File: config.mk
export PLATFORM = sky130hd
export DESIGN_NAME = trg_req_gen
export DESIGN_NICKNAME = d
export VERILOG_FILES = /design/src/rtl/trg_gen_pkg.sv /design/src/rtl/trg_edge_det.sv /design/src/rtl/trg_burst_ctr.sv /design/src/rtl/trg_chan.sv /design/src/rtl/trg_req_gen.sv
export SDC_FILE = /design/constraint.sdc
export NUM_CORES = 1
export LEC_CHECK = 0
export BUFFER_PORTS_ARGS = -buffer_cell sky130_fd_sc_hd__buf_2
export CELL_PAD_IN_SITES_DETAIL_PLACEMENT = 1
export CELL_PAD_IN_SITES_GLOBAL_PLACEMENT = 2
export CORE_MARGIN = 2
export CORE_UTILIZATION = 40
export CTS_CLUSTER_SIZE = 14
export DETAILED_ROUTE_END_ITERATION = 10
export GPL_TIMING_DRIVEN = 0
export PLACE_DENSITY = 0.93
export SYNTH_ARGS = -nofsm -noshare
export SYNTH_HDL_FRONTEND = slang
export SYNTH_HIERARCHICAL = 1
export SYNTH_SLANG_ARGS = --single-unit
File: constraint.sdc
create_clock -name clk -period 3.91 [get_ports clk]
set_clock_uncertainty 0.15 [all_clocks]
set_input_delay 0.1955 -clock clk [delete_from_list [all_inputs] [get_ports clk]]
set_output_delay 0.1955 -clock clk [all_outputs]
set_load 0.02 [all_outputs]
File: src/rtl/trg_gen_pkg.sv
package trg_gen_pkg;
  localparam int SEL_W  = 5;
  localparam int CNT_W  = 5;

  typedef enum logic [1:0] {
    EDGE_NONE = 2'd0,
    EDGE_RISE = 2'd1,
    EDGE_FALL = 2'd2,
    EDGE_ANY  = 2'd3
  } edge_mode_e;

  // control word, MSB first: ovie, en, burst_m1, mode, sel
  typedef struct packed {
    logic             ovie;
    logic             en;
    logic [CNT_W-1:0] burst_m1;
    edge_mode_e       mode;
    logic [SEL_W-1:0] sel;
  } ctrl_t;

  localparam int CTRL_W = $bits(ctrl_t);

  function automatic logic edge_hit(edge_mode_e m, logic prev, logic cur);
    case (m)
      EDGE_RISE: return !prev && cur;
      EDGE_FALL: return prev && !cur;
      EDGE_ANY:  return prev ^ cur;
      default:   return 1'b0;
    endcase
  endfunction

  function automatic logic [CNT_W:0] burst_len(logic [CNT_W-1:0] m1);
    return {1'b0, m1} + 1'b1;
  endfunction
endpackage

File: src/rtl/trg_edge_det.sv
module trg_edge_det
  import trg_gen_pkg::*;
#(
  parameter int NUM_TRIG = 32
) (
  input  logic                clk,
  input  logic                rst_n,
  input  logic                en,
  input  logic [SEL_W-1:0]    sel,
  input  edge_mode_e          mode,
  input  logic [NUM_TRIG-1:0] trig,
  output logic                hit
);
  logic cur;
  logic prev_q;
  logic hist_vld_q;

  assign cur = trig[sel];
  assign hit = en && hist_vld_q && edge_hit(mode, prev_q, cur);

  always_ff @(posedge clk or negedge rst_n) begin
    if (!rst_n) begin
      prev_q     <= 1'b0;
      hist_vld_q <= 1'b0;
    end else if (!en) begin
      prev_q     <= 1'b0;
      hist_vld_q <= 1'b0;
    end else begin
      prev_q     <= cur;
      hist_vld_q <= 1'b1;
    end
  end
endmodule

File: src/rtl/trg_burst_ctr.sv
module trg_burst_ctr
  import trg_gen_pkg::*;
(
  input  logic             clk,
  input  logic             rst_n,
  input  logic             en,
  input  logic             hit,
  input  logic             ack,
  input  logic [CNT_W-1:0] burst_m1,
  output logic             req,
  output logic             start,
  output logic             ovr_set,
  output logic             done
);
  logic [CNT_W:0] remain_q;
  logic           busy;
  logic           take;

  assign busy    = (remain_q != '0);
  assign start   = hit && !busy;
  assign ovr_set = hit && busy;
  assign take    = busy && ack;
  assign done    = take && (remain_q == {{CNT_W{1'b0}}, 1'b1});
  assign req     = busy;

  always_ff @(posedge clk or negedge rst_n) begin
    if (!rst_n)      remain_q <= '0;
    else if (!en)    remain_q <= '0;
    else if (start)  remain_q <= burst_len(burst_m1);
    else if (take)   remain_q <= remain_q - 1'b1;
  end
endmodule

File: src/rtl/trg_chan.sv
module trg_chan
  import trg_gen_pkg::*;
#(
  parameter int CH       = 0,
  parameter int NUM_TRIG = 32,
  parameter int ADDR_W   = 3
) (
  input  logic                clk,
  input  logic                rst_n,
  input  logic                wr_en,
  input  logic [ADDR_W-1:0]   wr_addr,
  input  logic [CTRL_W-1:0]   wr_data,
  input  logic [NUM_TRIG-1:0] trig_in,
  input  logic                ack,
  output logic                req,
  output logic                start,
  output logic                ovr_set,
  output logic                done,
  output logic                en,
  output logic                ovie
);
  ctrl_t ctrl_q;
  logic  hit;

  always_ff @(posedge clk or negedge rst_n) begin
    if (!rst_n) ctrl_q <= '0;
    else if (wr_en && wr_addr == ADDR_W'(CH)) ctrl_q <= ctrl_t'(wr_data);
  end

  assign en   = ctrl_q.en;
  assign ovie = ctrl_q.ovie;

  trg_edge_det #(.NUM_TRIG(NUM_TRIG)) u_edge (
    .clk(clk), .rst_n(rst_n), .en(ctrl_q.en), .sel(ctrl_q.sel),
    .mode(ctrl_q.mode), .trig(trig_in), .hit(hit)
  );

  trg_burst_ctr u_ctr (
    .clk(clk), .rst_n(rst_n), .en(ctrl_q.en), .hit(hit), .ack(ack),
    .burst_m1(ctrl_q.burst_m1), .req(req), .start(start),
    .ovr_set(ovr_set), .done(done)
  );
endmodule

File: src/rtl/trg_req_gen.sv
module trg_req_gen
  import trg_gen_pkg::*;
#(
  parameter int NUM_CH   = 4,
  parameter int NUM_TRIG = 32,
  parameter int ADDR_W   = $clog2(NUM_CH + 1)
) (
  input  logic                clk,
  input  logic                rst_n,
  input  logic                wr_en,
  input  logic [ADDR_W-1:0]   wr_addr,
  input  logic [CTRL_W-1:0]   wr_data,
  input  logic [NUM_TRIG-1:0] trig_in,
  input  logic [NUM_CH-1:0]   ack,
  output logic [NUM_CH-1:0]   req,
  output logic [NUM_CH-1:0]   ovr_flags,
  output logic                irq
);
  localparam logic [ADDR_W-1:0] CLR_ADDR = ADDR_W'(NUM_CH);

  // named internal events for the checker
  logic [NUM_CH-1:0] start_ev;
  logic [NUM_CH-1:0] ovr_ev;
  logic [NUM_CH-1:0] done_ev;
  logic [NUM_CH-1:0] clr_ev;
  logic [NUM_CH-1:0] en_vec;
  logic [NUM_CH-1:0] ovie_vec;
  logic [NUM_CH-1:0] flags_q;

  assign clr_ev = (wr_en && wr_addr == CLR_ADDR) ? wr_data[NUM_CH-1:0] : '0;

  for (genvar c = 0; c < NUM_CH; c++) begin : g_ch
    trg_chan #(.CH(c), .NUM_TRIG(NUM_TRIG), .ADDR_W(ADDR_W)) u_chan (
      .clk(clk), .rst_n(rst_n), .wr_en(wr_en), .wr_addr(wr_addr),
      .wr_data(wr_data), .trig_in(trig_in), .ack(ack[c]),
      .req(req[c]), .start(start_ev[c]), .ovr_set(ovr_ev[c]),
      .done(done_ev[c]), .en(en_vec[c]), .ovie(ovie_vec[c])
    );
  end

  always_ff @(posedge clk or negedge rst_n) begin
    if (!rst_n) flags_q <= '0;
    else        flags_q <= ovr_ev | (flags_q & ~clr_ev);
  end

  assign ovr_flags = flags_q;
  assign irq       = |(flags_q & ovie_vec);
endmodule

==> reports/results.ini, run 1 <==
[run_status]
outcome=finished clean

[place]
routabilityCongestion=0.886
detailed_place_hpwl_mm=13.6
pre_cts_ws_ps=560
numPortBuffers=64

[timing]
timing.hold.ws_ps=8.18
fmax_ghz=0.297
tightest_slew_ps=467
fin_crit_ps=3360
hold_viol_final=0
tns_ps=0
drv_slew=0
setup_viol=0
post-route-period-util_pct=86.0
fin_ws_ps=548
rsz0062_at_grt=false
slew_headroom_pct=68.1

[synth]
synth_area_per_cell_sq_um=11.0
syn_inst=578
ys_warn_count=6
syn_nets=654
synth_area_sq_mm=0.00636

[clocking]
clock_sinks=92
cts_inserted_buffers=9
cts_tree=done
h-tree-depth=3
path_clk_slew_ps=70
cts_buffer_depth=2
post_cts_buffers=0
insertion_delay_ps=340
cts_root_buf=clkbuf_16

[global_routing]
grt_max_degree=64
grt_pass1_vias=5330
antenna_found_initial=0
grt_pass1_wl_mm=28.3
grt_usage_pct=21.7
grt.overflow.total=0

[power_and_ir_drop]
clkPwrFrac_pct=18.5
switchingPower_mw=1.76
p_per_area_mw_per_mm2=599
p_leak_nw=3.42
switching_share_pct=40.3
p_int_mw=2.60
fin_total_pwr_mw=4.35
comb_power_share_pct=46.2
sequentialPowerShare_pct=35.3
ir_worst_vdd_v=0.000322

[setup_path]
worstPathRequired_ps=4040
critPathLaunchType=flip-flop
crit_fanout=10
arrival_ps=3490
crit_path_end_kind=flip-flop
critPathKind=flip-flop to flip-flop

[final_layout]
nNetsFinal=732
regArea_sq_mm=0.00230
layout_commonest_cell=dfrtp_1
nFillCells=1749
final_cell_mix=dfrtp_1, mux2i_1, buf_2
drive_above_1_share_pct=30.6
antennaDiodeCount=0
syn2layout_area_growth_pct=14.3
multi_input_area_sq_mm=0.00371

[drt]
wirelength_mm=17.9
drc=0
drt_iter0_markers=258
dr.pass1.iters=4
viasPerCell=5.61
routedWlPerCell_um=20.4
vias=4920
ant_nets=0

[hold_path]
hold_class=primary input to flip-flop

[floorplanning]
io_pins=65
fp.coreArea_sq_mm=0.0157
initial_core_util_pct=40.5
num_rows=46
dieArea_sq_mm=0.0169
die_h_um=130
die_x_um=130

[flow_run]
cap_violations=0

sequential cells by signal, summed over array words and instances (netlist names):
register                       flops
g_ch.u_chan/en                     4
g_ch.u_chan/u_ctr/remain_q        24
g_ch.u_chan/ovie                   4
g_ch.u_chan/ctrl_q                48
ovr_flags                          4
g_ch.u_chan/u_edge/hist_vld_q      4
g_ch.u_chan/u_edge/prev_q          4
path summary, 6_finish.rpt:
path	startpoint	depth (start not counted)	slack, ps	endpoint
min reg2reg	g_ch[0].u_chan/ovie	1	360	g_ch[0].u_chan/ovie
max in group asynchronous	rst_n	3	2770	g_ch[3].u_chan/u_edge/prev_q
max	g_ch[1].u_chan/ctrl_q[1]	16	550	g_ch[1].u_chan/u_ctr/remain_q[5]
min	wr_data[13]	2	8	g_ch[2].u_chan/ovie
max reg2reg	g_ch[1].u_chan/ctrl_q[1]	16	550	g_ch[1].u_chan/u_ctr/remain_q[5]
min in group asynchronous	rst_n	2	170	g_ch[1].u_chan/u_ctr/remain_q[2]
routing by layer:
metal	track usage (%)	vias up	wire, um
met5	0	-	0
li1	-	2279	-
met2	37.2	124	8630
met3	2.13	28	611
met4	7.53	0	397
met1	28.8	2489	8220
per-stage QoR:
step / cells / instance area, sq um / utilization, %
6_report: 877 / 7270 / 46.3
5_1_grt: 877 / 7270 / 46.3
4_1_cts: 877 / 7270 / 46.3
3_5_place_dp: 859 / 6980 / 44.4
3_3_place_gp: 858 / 6950 / 44.3
2_1_floorplan: 578 / 6360 / -
area by class of cell:
| class | instances | area share (%) |
|---|---|---|
| multi-input cells | 440 | 51.0 |
| flip-flops and latches | 92 | 31.7 |
| repair buffers | 67 | 5.09 |
| well taps | 216 | 3.72 |
| plain buffers | 18 | 3.41 |
| clock buffers | 11 | 3.34 |
| inverters | 28 | 1.45 |
| clock inverters | 5 | 0.378 |
what timing repair did:
item	in CTS	in global routing
hold buffers	2	0
gates resized for setup	0	0
endpoints found under the hold margin	30	0
worst max-delay path: stages, from the launching register on:
cell and delay, ps:
dfrtp_1 400, buf_6 160, buf_12 150, mux2i_1 120, a22oi_1 270, nand2_1 100, a21oi_1 320, or3_1 160
ha_1 220, mux2i_1 140, nand2_1 70, o21ai_0 80, and3_1 350, and3_1 230, buf_6 120, nand4_2 110
a21boi_2 150
power by group through the flow:
stage	clock [mW]	combinational [mW]	sequential (mW)
CTS	0.824	2.01	1.54
global placement	0	1.89	1.52
floorplan	0	1.49	1.46
finish	0.805	2.01	1.54
detailed placement	0	1.99	1.55
global route	0.859	2.21	1.59
No activity file was read; power rests on OpenSTA's default activity.
==> run 2: changes to the inputs <==
Settings changed: CORE_UTILIZATION 40 to 43, MAX_ROUTING_LAYER set to met4, PLACE_DENSITY 0.93 to 0.95.
Clock period 3.91 ns to 4.1 ns, I/O delays scaled along.
==> reports/results.ini, run 2 (synthesis results as in run 1) <==
[drt]
dr.pass1.iters=4
drt_iter0_markers=270
drc=0
vias=4842
viasPerCell=5.72
wirelength_mm=17.1
routedWlPerCell_um=20.2
ant_nets=0

[timing]
setup_viol=0
rsz0062_at_grt=false
fin_crit_ps=3290
drv_slew=0
fmax_ghz=0.304
hold_viol_final=0
slew_headroom_pct=60.1
post-route-period-util_pct=80.3
tightest_slew_ps=599
tns_ps=0
fin_ws_ps=806

[power_and_ir_drop]
ir_worst_vdd_v=0.000303
p_leak_nw=3.42
p_per_area_mw_per_mm2=572

[final_layout]
top_register=g_ch.u_chan/ctrl_q
post_layout_nonfiller_instances=846
multi_input_area_sq_mm=0.00371
antennaDiodeCount=0
final_cell_mix=dfrtp_1, mux2i_1, buf_2
drive_above_1_share_pct=30.2
utilization_pct=50.1
layout_commonest_cell=dfrtp_1
top_regs=g_ch.u_chan/ctrl_q: 48 flops, g_ch.u_chan/u_ctr/remain_q: 24 flops
largest_reg_flops=48
syn2layout_area_growth_pct=14.1
nNetsFinal=733
nFillCells=1606
regArea_sq_mm=0.00230

[global_routing]
grt_pass1_vias=5216
grt.overflow.total=0
grt_usage_pct=23.1
grt_max_degree=52
antenna_found_initial=0
grt_pass1_wl_mm=28.0

[place]
routabilityCongestion=0.975
numPortBuffers=64
place_inst=827
pre_cts_ws_ps=790
detailed_place_hpwl_mm=13.1

[floorplanning]
dieArea_sq_mm=0.0158
fp.coreArea_sq_mm=0.0145
die_h_um=126
initial_core_util_pct=43.9
io_pins=65
num_rows=44
die_x_um=126

[clocking]
cts_buffer_depth=2
cts_resized=0
insertion_delay_ps=340
clock_sinks=92
h-tree-depth=3
path_clk_slew_ps=60
cts_root_buf=clkbuf_16
cts_tree=done
cts_inserted_buffers=9

[run_status]
outcome=finished clean

[setup_path]
crit_buf_inv=3
critPathKind=flip-flop to flip-flop
crit_path_end_kind=flip-flop
cp_slowest_cell=or3_1
critPathLaunchType=flip-flop
path_cells=buf_6 -> buf_12 -> mux2i_1 -> a21oi_1 -> nand3_2 -> nand2_2 -> or3_1 -> ha_1 -> mux2i_1 -> nand2_1 -> o21ai_0 -> and3_1 -> and3_1 -> buf_6 -> nand4_2 -> a21boi_2
worstPathRequired_ps=4220
arrival_ps=3420
crit_fanout=10
cp_slowest_stage_delay_ps=380
path_delay_family=simple AND/OR/NAND/NOR gates

[hold_path]
hold_class=primary input to flip-flop

[flow_run]
cap_violations=0

run 2: cell types whose count changed in the layout (fill, tap and decap cells not counted), sizes merged:
cell         before  now
clkinv            4    1
bufinv            0    1
clkbuf           11   12
clkinvlp          1    2
dlygate4sd3       2    3
run 2: path summary, 6_finish.rpt:
check,startpoint,end,slack (ps),depth (start not counted)
worst max-delay path,g_ch[1].u_chan/ctrl_q[1],g_ch[1].u_chan/u_ctr/remain_q[5],810,16
worst min-delay path,wr_data[12],g_ch[3].u_chan/en,30,2
worst max register to register,g_ch[1].u_chan/ctrl_q[1],g_ch[1].u_chan/u_ctr/remain_q[5],810,16
worst min register to register,g_ch[3].u_chan/ovie,g_ch[3].u_chan/ovie,370,1
max in group asynchronous,rst_n,g_ch[0].u_chan/u_edge/prev_q,2890,3
min in group asynchronous,rst_n,g_ch[1].u_chan/u_ctr/remain_q[1],250,2
run 2: report_power, final:
| part | total, mW | leakage [nW] | internal [mW] | switching, mW |
|---|---|---|---|---|
| clock network | 0.816 | 0.133 | 0.472 | 0.344 |
| logic | 1.89 | 2.14 | 0.896 | 0.990 |
| registers | 1.45 | 1.15 | 1.16 | 0.296 |
run 2: worst reg2reg max path, delay by kind of cell, from the launching register on:
| kind | cells | cell delay, ps |
|---|---|---|
| buffers and inverters | 3 | 430 |
| and+or+nand+nor | 7 | 1300 |
| adders and majority gates | 1 | 280 |
| DFF | 1 | 370 |
| AOI/OAI and AO/OA | 3 | 340 |
| muxes | 2 | 360 |
run 2: through the flow:
stage	hold slack [ps]	cell area [sq um]	power [mW]
4_1_cts	12.2	7260	4.19
3_3_place_gp	326	6910	3.24
3_5_place_dp	96.4	6940	3.34
2_1_floorplan	-241	6360	2.81
5_1_grt	26.4	7260	4.47
6_report	30.7	7260	4.15
run 2: final cells by class:
| type | count | share of cell area [%] |
|---|---|---|
| clock buffer | 12 | 3.26 |
| clock inverter | 4 | 0.689 |
| sequential | 92 | 31.7 |
| multi-input combinational | 440 | 51.1 |
| tap | 184 | 3.17 |
| timing repair buffer | 68 | 5.24 |
| inverter | 28 | 1.45 |
| buffer | 18 | 3.41 |
run 2: routing by layer:
metal / global-route usage [%] / part of all wire, %
met5: - / 0
met4: 6.14 / 1.8
met3: 4.80 / 4.5
met2: 36.7 / 47
met1: 30.3 / 46
run 2: timing repair:
item | CTS | global route
hold buffers | 3 | 0
hold endpoints to repair | 46 | 0
setup buffers | 0 | 0
==> run 3: changes to the inputs <==
Settings changed: CORE_UTILIZATION 43 to 36, PLACE_DENSITY 0.95 to 0.89.
Clock period 4.1 ns to 2.8 ns, I/O delays scaled along.
==> reports/results.ini, run 3 (synthesis results as in run 1) <==
[run_status]
outcome=finished with violations
violations=negative setup slack

[timing]
tightest_slew_ps=938
fin_crit_ps=3100
post-route-period-util_pct=111
slew_headroom_pct=35.9
fin_ws_ps=-304
setup_viol=27
tns_ps=-5550
rsz0062_at_grt=true
drv_slew=0
fmax_ghz=0.322
timing.hold.ws_ps=11.6
hold_viol_final=0

[global_routing]
grt.overflow.total=0
grt_pass1_wl_mm=30.4
grt_pass1_vias=5481
grt_max_degree=56
antenna_found_initial=0
grt_usage_pct=21.6

[drt]
dr.pass1.iters=4
viasPerCell=5.50
routedWlPerCell_um=21.0
vias=5113
ant_nets=0
wirelength_mm=19.5
drt_iter0_markers=218
drc=0

[final_layout]
drive_above_1_share_pct=44.5
nFillCells=1857
nNetsFinal=782
layout_commonest_cell=dfrtp_1
utilization_pct=47.8
syn2layout_area_growth_pct=29.9
top_regs=g_ch.u_chan/ctrl_q: 48 flops, g_ch.u_chan/u_ctr/remain_q: 24 flops
largest_reg_flops=48
antennaDiodeCount=0
final_cell_mix=dfrtp_1, buf_2, mux2i_1
top_register=g_ch.u_chan/ctrl_q

[floorplanning]
num_rows=48
io_pins=65
die_h_um=137
dieArea_sq_mm=0.0188
initial_core_util_pct=36.8
fp.coreArea_sq_mm=0.0173
die_x_um=137

[setup_path]
critPathKind=flip-flop to flip-flop
cp_slowest_stage_delay_ps=410
crit_path_end_kind=flip-flop
path_cells=buf_6 -> buf_12 -> mux2i_4 -> a22oi_2 -> nand3_2 -> nand2_4 -> or3_4 -> ha_4 -> mux2i_1 -> nand2_1 -> o21ai_2 -> and3_4 -> and3_4 -> nand4_4 -> a21boi_2
arrival_ps=3220
cp_slowest_cell=or3_4
critPathLaunchType=flip-flop
path_common_cell=and3_4
crit_fanout=6
worstPathRequired_ps=2920

[power_and_ir_drop]
sequentialPowerShare_pct=32.0
switchingPower_mw=2.69
fin_total_pwr_mw=6.78
comb_power_share_pct=51.3
switching_share_pct=39.7
p_int_mw=4.09
p_per_area_mw_per_mm2=821
p_leak_nw=3.67
clkPwrFrac_pct=16.7
ir_worst_vdd_v=0.000455

[place]
detailed_place_hpwl_mm=13.6
numPortBuffers=64
routabilityCongestion=0.893
pre_cts_ws_ps=-425

[hold_path]
hold_class=primary input to flip-flop

[clocking]
insertion_delay_ps=340
h-tree-depth=3
cts_root_buf=clkbuf_16
cts_tree=done
cts_inserted_buffers=9
cts_buffer_depth=2
clock_sinks=92
path_clk_slew_ps=60

[flow_run]
cap_violations=0

-- run 3: changes by cell type in the layout (fill, tap and decap cells not counted), sizes merged --
cell,change
dlygate4sd3,+9
clkinvlp,-2
clkbuf,-3
buf,+40
clkinv,-1
-- run 3: routing by layer --
layer	routed length, um	track usage [%]
met4	371	5.21
met1	8650	27.2
met5	0	-
met2	9890	37.1
met3	627	2.30
-- run 3: what timing repair did --
action | CTS | global route
buffers inserted | 25 | 16
setup endpoints to repair | 28 | 28
pin swaps | 40 | 40
hold buffers | 11 | 1
hold endpoints to repair | 90 | 1
gates resized for setup | 62 | 48
cloned | 4 | 0
-- run 3: final cells by class --
| class | instances | area (sq um) | share of cell area, % |
|---|---|---|---|
| Buffer | 14 | 210 | 2.54 |
| Clock buffer | 9 | 225 | 2.73 |
| Clock inverter | 1 | 30.0 | 0.363 |
| Inverter | 28 | 105 | 1.27 |
| Multi-Input combinational cell | 440 | 4170 | 50.5 |
| Sequential cell | 92 | 2300 | 27.9 |
| Tap cell | 225 | 282 | 3.41 |
| Timing Repair Buffer | 121 | 937 | 11.3 |
-- run 3: power groups by stage --
stage / Sequential, mW / Clock, mW / Combinational (mW)
4_1_cts: 2.14 / 1.16 / 3.21
3_5_place_dp: 2.15 / 0 / 2.79
6_report: 2.17 / 1.13 / 3.48
2_1_floorplan: 2.05 / 0 / 2.09
5_1_grt: 2.24 / 1.21 / 3.82
3_3_place_gp: 2.12 / 0 / 2.66
-- run 3: path summary, 6_finish.rpt --
kind | startpoint | endpoint | slack [ps] | depth (start not counted)
max | g_ch[1].u_chan/ctrl_q[1] | g_ch[1].u_chan/u_ctr/remain_q[5] | -300 | 15
min | wr_data[5] | g_ch[2].u_chan/ctrl_q[5] | 10 | 2
max reg2reg | g_ch[1].u_chan/ctrl_q[1] | g_ch[1].u_chan/u_ctr/remain_q[5] | -300 | 15
min reg2reg | g_ch[1].u_chan/ovie | g_ch[1].u_chan/ovie | 380 | 1
max in group asynchronous | rst_n | g_ch[3].u_chan/ctrl_q[5] | 1580 | 3
min in group asynchronous | rst_n | g_ch[1].u_chan/u_ctr/remain_q[0] | 240 | 2
-- run 3: critical path, delay by kind of cell, from the launching register on --
family                     cells  cell delay, ps
muxes                          2             370
AOI/OAI and AO/OA              3             360
DFF                            1             370
and+or+nand+nor                7            1250
buffers and inverters          2             280
adders and majority gates      1             240
-- run 3: stage by stage --
step           instances  instance area (sq um)
6_report             930                   8260
5_1_grt              930                   8260
4_1_cts              915                   7910
3_5_place_dp         868                   7010
3_3_place_gp         867                   6980
2_1_floorplan        578                   6380
